--- src/rtl/amux_pkg.sv ---
package amux_pkg;

    // Permission bits inside a per-window access code.
    localparam int unsigned ACC_RD_BIT = 0;
    localparam int unsigned ACC_WR_BIT = 1;

    typedef enum logic [1:0] {
        ACC_NONE = 2'b00,
        ACC_RO   = 2'b01,
        ACC_WO   = 2'b10,
        ACC_RW   = 2'b11
    } win_acc_e;

    // Completion flags of one response source.
    typedef struct packed {
        logic done;
        logic err;
    } flag_t;

    // Inclusive range test on word addresses.
    function automatic logic word_in_range(input logic [31:0] wa,
                                           input logic [31:0] lo,
                                           input logic [31:0] hi);
        return (wa >= lo) && (wa <= hi);
    endfunction

endpackage

--- src/rtl/amux_decode.sv ---
module amux_decode #(
    parameter int          NWIN   = 3,
    parameter int          WA_W   = 14,
    parameter int unsigned WIN_LO [4] = '{32'h100, 32'h200, 32'h300, 32'h380},
    parameter int unsigned WIN_HI [4] = '{32'h1FF, 32'h23F, 32'h30F, 32'h3FF}
) (
    input  logic [WA_W-1:0] word_addr,
    output logic [NWIN-1:0] hit
);
    import amux_pkg::*;

    logic [NWIN-1:0] raw_hit;
    logic            taken;

    for (genvar g = 0; g < NWIN; g++) begin : g_cmp
        assign raw_hit[g] = word_in_range(32'(word_addr), WIN_LO[g], WIN_HI[g]);
    end

    // Priority chain: the first containing window takes the access.
    always_comb begin
        hit   = '0;
        taken = 1'b0;
        for (int i = 0; i < NWIN; i++) begin
            if (!taken && raw_hit[i]) begin
                hit[i] = 1'b1;
                taken  = 1'b1;
            end
        end
    end

endmodule

--- src/rtl/amux_flag_route.sv ---
module amux_flag_route #(
    parameter int          NWIN      = 3,
    parameter int unsigned DIR_BIT   = 0,
    parameter logic [1:0]  WIN_ACC [4] = '{2'b11, 2'b01, 2'b10, 2'b11},
    parameter bit          BUSERR_EN = 1'b1
) (
    input  logic [NWIN-1:0] hit,
    input  logic            strobe,
    input  logic [NWIN-1:0] win_done,
    input  logic [NWIN-1:0] win_err,
    input  logic            reg_done,
    input  logic            reg_err,
    output logic [NWIN-1:0] sel,
    output logic [NWIN-1:0] deny,
    output logic            done,
    output logic            err
);
    import amux_pkg::*;

    logic [NWIN-1:0] permit;
    flag_t           merged;

    for (genvar g = 0; g < NWIN; g++) begin : g_perm
        assign permit[g] = WIN_ACC[g][DIR_BIT];
        assign sel[g]    = hit[g] & permit[g];
        assign deny[g]   = hit[g] & ~permit[g];
    end

    always_comb begin
        merged = '{done: reg_done, err: reg_err};
        for (int i = 0; i < NWIN; i++) begin
            if (hit[i]) begin
                if (permit[i]) merged = '{done: win_done[i], err: win_err[i]};
                else           merged = '{done: 1'b0,        err: strobe};
            end
        end
    end

    assign done = merged.done;

    if (BUSERR_EN) begin : g_err
        assign err = merged.err;
    end else begin : g_no_err
        assign err = 1'b0;
    end

endmodule

--- src/rtl/amux_data_mux.sv ---
module amux_data_mux #(
    parameter int NWIN   = 3,
    parameter int DATA_W = 32
) (
    input  logic [NWIN-1:0]        sel,
    input  logic [NWIN-1:0]        deny,
    input  logic [NWIN*DATA_W-1:0] win_data,
    input  logic [DATA_W-1:0]      reg_data,
    output logic [DATA_W-1:0]      data
);
    always_comb begin
        data = reg_data;
        for (int i = 0; i < NWIN; i++) begin
            if (sel[i])  data = win_data[i*DATA_W +: DATA_W];
            if (deny[i]) data = '0;
        end
    end

endmodule

--- src/rtl/area_mux.sv ---
module area_mux #(
    parameter int          ADDR_W    = 16,
    parameter int          DATA_W    = 32,
    parameter int          BYTE_BITS = 2,
    parameter int          NWIN      = 3,
    parameter int unsigned WIN_LO [4] = '{32'h100, 32'h200, 32'h300, 32'h380},
    parameter int unsigned WIN_HI [4] = '{32'h1FF, 32'h23F, 32'h30F, 32'h3FF},
    parameter logic [1:0]  WIN_ACC [4] = '{2'b11, 2'b01, 2'b10, 2'b11},
    parameter bit          BUSERR_EN = 1'b1
) (
    input  logic [ADDR_W-1:0]      rd_addr,
    input  logic [ADDR_W-1:0]      wr_addr,
    input  logic                   rd_stb,
    input  logic                   wr_stb,
    input  logic [NWIN*DATA_W-1:0] win_rd_data,
    input  logic [NWIN-1:0]        win_rd_done,
    input  logic [NWIN-1:0]        win_rd_err,
    input  logic [NWIN-1:0]        win_wr_done,
    input  logic [NWIN-1:0]        win_wr_err,
    input  logic [DATA_W-1:0]      reg_rd_data,
    input  logic                   reg_rd_done,
    input  logic                   reg_rd_err,
    input  logic                   reg_wr_done,
    input  logic                   reg_wr_err,
    output logic [NWIN-1:0]        win_rd_sel,
    output logic [NWIN-1:0]        win_wr_sel,
    output logic [DATA_W-1:0]      rd_data,
    output logic                   rd_done,
    output logic                   rd_err,
    output logic                   wr_done,
    output logic                   wr_err
);
    import amux_pkg::*;

    localparam int WA_W = ADDR_W - BYTE_BITS;

    logic [WA_W-1:0] rd_word;
    logic [WA_W-1:0] wr_word;
    logic            byte_ofs_unused;
    logic [NWIN-1:0] rd_hit;
    logic [NWIN-1:0] wr_hit;
    logic [NWIN-1:0] rd_deny;
    logic [NWIN-1:0] wr_deny_unused;

    assign rd_word         = rd_addr[ADDR_W-1:BYTE_BITS];
    assign wr_word         = wr_addr[ADDR_W-1:BYTE_BITS];
    assign byte_ofs_unused = ^{rd_addr[BYTE_BITS-1:0], wr_addr[BYTE_BITS-1:0]};

    amux_decode #(.NWIN(NWIN), .WA_W(WA_W), .WIN_LO(WIN_LO), .WIN_HI(WIN_HI))
    u_rd_dec (.word_addr(rd_word), .hit(rd_hit));

    amux_decode #(.NWIN(NWIN), .WA_W(WA_W), .WIN_LO(WIN_LO), .WIN_HI(WIN_HI))
    u_wr_dec (.word_addr(wr_word), .hit(wr_hit));

    amux_flag_route #(.NWIN(NWIN), .DIR_BIT(ACC_RD_BIT), .WIN_ACC(WIN_ACC),
                      .BUSERR_EN(BUSERR_EN))
    u_rd_flags (
        .hit(rd_hit), .strobe(rd_stb),
        .win_done(win_rd_done), .win_err(win_rd_err),
        .reg_done(reg_rd_done), .reg_err(reg_rd_err),
        .sel(win_rd_sel), .deny(rd_deny),
        .done(rd_done), .err(rd_err)
    );

    amux_flag_route #(.NWIN(NWIN), .DIR_BIT(ACC_WR_BIT), .WIN_ACC(WIN_ACC),
                      .BUSERR_EN(BUSERR_EN))
    u_wr_flags (
        .hit(wr_hit), .strobe(wr_stb),
        .win_done(win_wr_done), .win_err(win_wr_err),
        .reg_done(reg_wr_done), .reg_err(reg_wr_err),
        .sel(win_wr_sel), .deny(wr_deny_unused),
        .done(wr_done), .err(wr_err)
    );

    amux_data_mux #(.NWIN(NWIN), .DATA_W(DATA_W))
    u_rd_data (
        .sel(win_rd_sel), .deny(rd_deny),
        .win_data(win_rd_data), .reg_data(reg_rd_data),
        .data(rd_data)
    );

endmodule

--- config.mk ---
export PLATFORM = sky130hd
export DESIGN_NAME = area_mux
export DESIGN_NICKNAME = d
export VERILOG_FILES = /design/src/rtl/amux_pkg.sv /design/src/rtl/amux_decode.sv /design/src/rtl/amux_flag_route.sv /design/src/rtl/amux_data_mux.sv /design/src/rtl/area_mux.sv
export SDC_FILE = /design/constraint.sdc
export NUM_CORES = 1
export LEC_CHECK = 0
export CAP_MARGIN = 40
export CORE_AREA = 2 2 85 87
export DETAILED_ROUTE_END_ITERATION = 16
export DIE_AREA = 0 0 87 89
export PLACE_DENSITY = 0.8
export SYNTH_ARGS = -nofsm -noshare
export SYNTH_HDL_FRONTEND = slang
export SYNTH_HIERARCHICAL = 1
export SYNTH_SLANG_ARGS = --single-unit
--- constraint.sdc ---
create_clock -name vclk -period 3.5
set_input_delay 0.525 -clock vclk [all_inputs]
set_output_delay 0.525 -clock vclk [all_outputs]
set_load 0.01 [all_outputs]
==> out/results.tsv <==
metric	value	unit
Max Clk Rate	294.9	MHz
outcome	finished, violations left	
hpwl dp	5.524	mm
cell area after synthesis	1152	µm²
Power Dens Cells	93.89	nW/µm²
n_diodes	0	
row count	30	
P&R area growth vs syn	186.2	%
share of cells above drive strength 1	7.932	%
Slew @ Worst Pin	2.393	ns
worst hold-check path type	input port to primary output	
hold depth	4	
Crit. End Element	primary output	
Final Worst Setup Slack	0.1090	ns
Tot Pwr	0.0003097	W
Max-slew headroom	-59.88	%
Nets	533	
grt total ovfl	0	
period utilization	96.89	%
WS Path Type	input port to primary output	
leakage	1.333	nW
initial antenna violation count	0	
critical path required time	2.97	ns
Crit path arrival time	2.87	ns
syn avg cell area	7.435	µm²
Avg WL per Cell	15.38	µm
total core area	6719	µm²
Synth warnings	6	
die width	87	µm
Die Area	7743	µm²
I/O pin total	220	
clock buf count	0	
Placement Setup Slack	-0.1451	ns
Placer Congestion	0.8171	
IO buf count	202	
Antenna Violating Nets Remaining	0	
die height	89	µm
post-route cell area	3298	µm²
drt drc	0	
peak supply drop	0.03175	mV
Syn Inst Count	155	
drt total wl	6.659	mm
crit path max fanout	13	
max cap viols	0	
GR Util All Layers	14.96	%
first-pass GRT wire length	9.439	mm
largest net degree at the start of global routing	33	
failing checks	slew limit	
number of DRC markers in iteration 0	30	
Post-DP Area	3227	µm²
CP startpoint kind	input port	
number of global-route vias before repair	1986	
register area	0	µm²
FFs & Latches	0	
drt via density	4.635	
drt pass-1 iters	2	
final hold violations	0	
Slew Limit Fails	33	
Initial Util	17.15	%
final setup fails	0	
min cycle time layout	3.391	ns
Vias	2007	
[stage by stage]
step	utilization [%]	hold WS, ns	std cells	setup TNS [ns]
floorplan	-	1.173	157	0
global placement	48.03	2.028	429	-1.064
detailed placement	48.03	2.031	429	-2.588
CTS	47.88	1.835	430	-0.8209
global route	49.09	1.810	433	-0.03016
finish	49.09	1.790	433	0
[worst paths after layout]
| kind | end | start |
|---|---|---|
| hold / removal | rd_data[14] | reg_rd_data[14] |
| setup / recovery | rd_data[12] | rd_addr[13] |
[report_power, final]
| group | internal (W) | switching [W] |
|---|---|---|
| registers | 0 | 0 |
| clock network | 0 | 0 |
| logic | 0.000220 | 0.0000893 |
[cell usage in the layout, fill, tap and decap left out, types with 3 or more instances in the layout]
cell,count
dlymetal6s2s_1,10
o21ai_0,21
dlygate4sd2_1,22
o21ai_1,14
nand2_1,5
nor2_1,3
nor3_1,3
mux2i_1,36
buf_6,3
conb_1,4
a22oi_1,30
clkdlybuf4s50_1,168
buf_4,13
[per-layer routing]
layer	track usage, %	vias up	wire, µm
met5	0	-	0
met4	2.273	0	80
met3	3.139	8	685
met2	31.02	113	3584
met1	15.44	896	2309
li1	-	990	-
[what timing repair did]
item,4_1_cts,5_1_grt
pin swaps,0,2
setup endpoints to repair,32,14
gates cloned,1,0
resized for setup,28,21
buffers inserted,0,3
hold buffers,0,0
[critical path, cell delays in order]
cell             delay (ns)
clkdlybuf4s50_1        0.40
or4_4                  0.59
nor4b_4                0.26
buf_4                  0.18
nor4b_4                0.05
buf_4                  0.13
buf_6                  0.14
a22oi_2                0.18
o21ai_0                0.11
dlygate4sd2_1          0.29
[final cells by class]
class / instances / area, µm²
Fill cell: 667 / 3421
Inverter: 2 / 7.507
Multi-Input combinational cell: 132 / 1020
Tap cell: 80 / 100.1
Timing Repair Buffer: 219 / 2171
No activity file was read; power rests on OpenSTA's default activity.
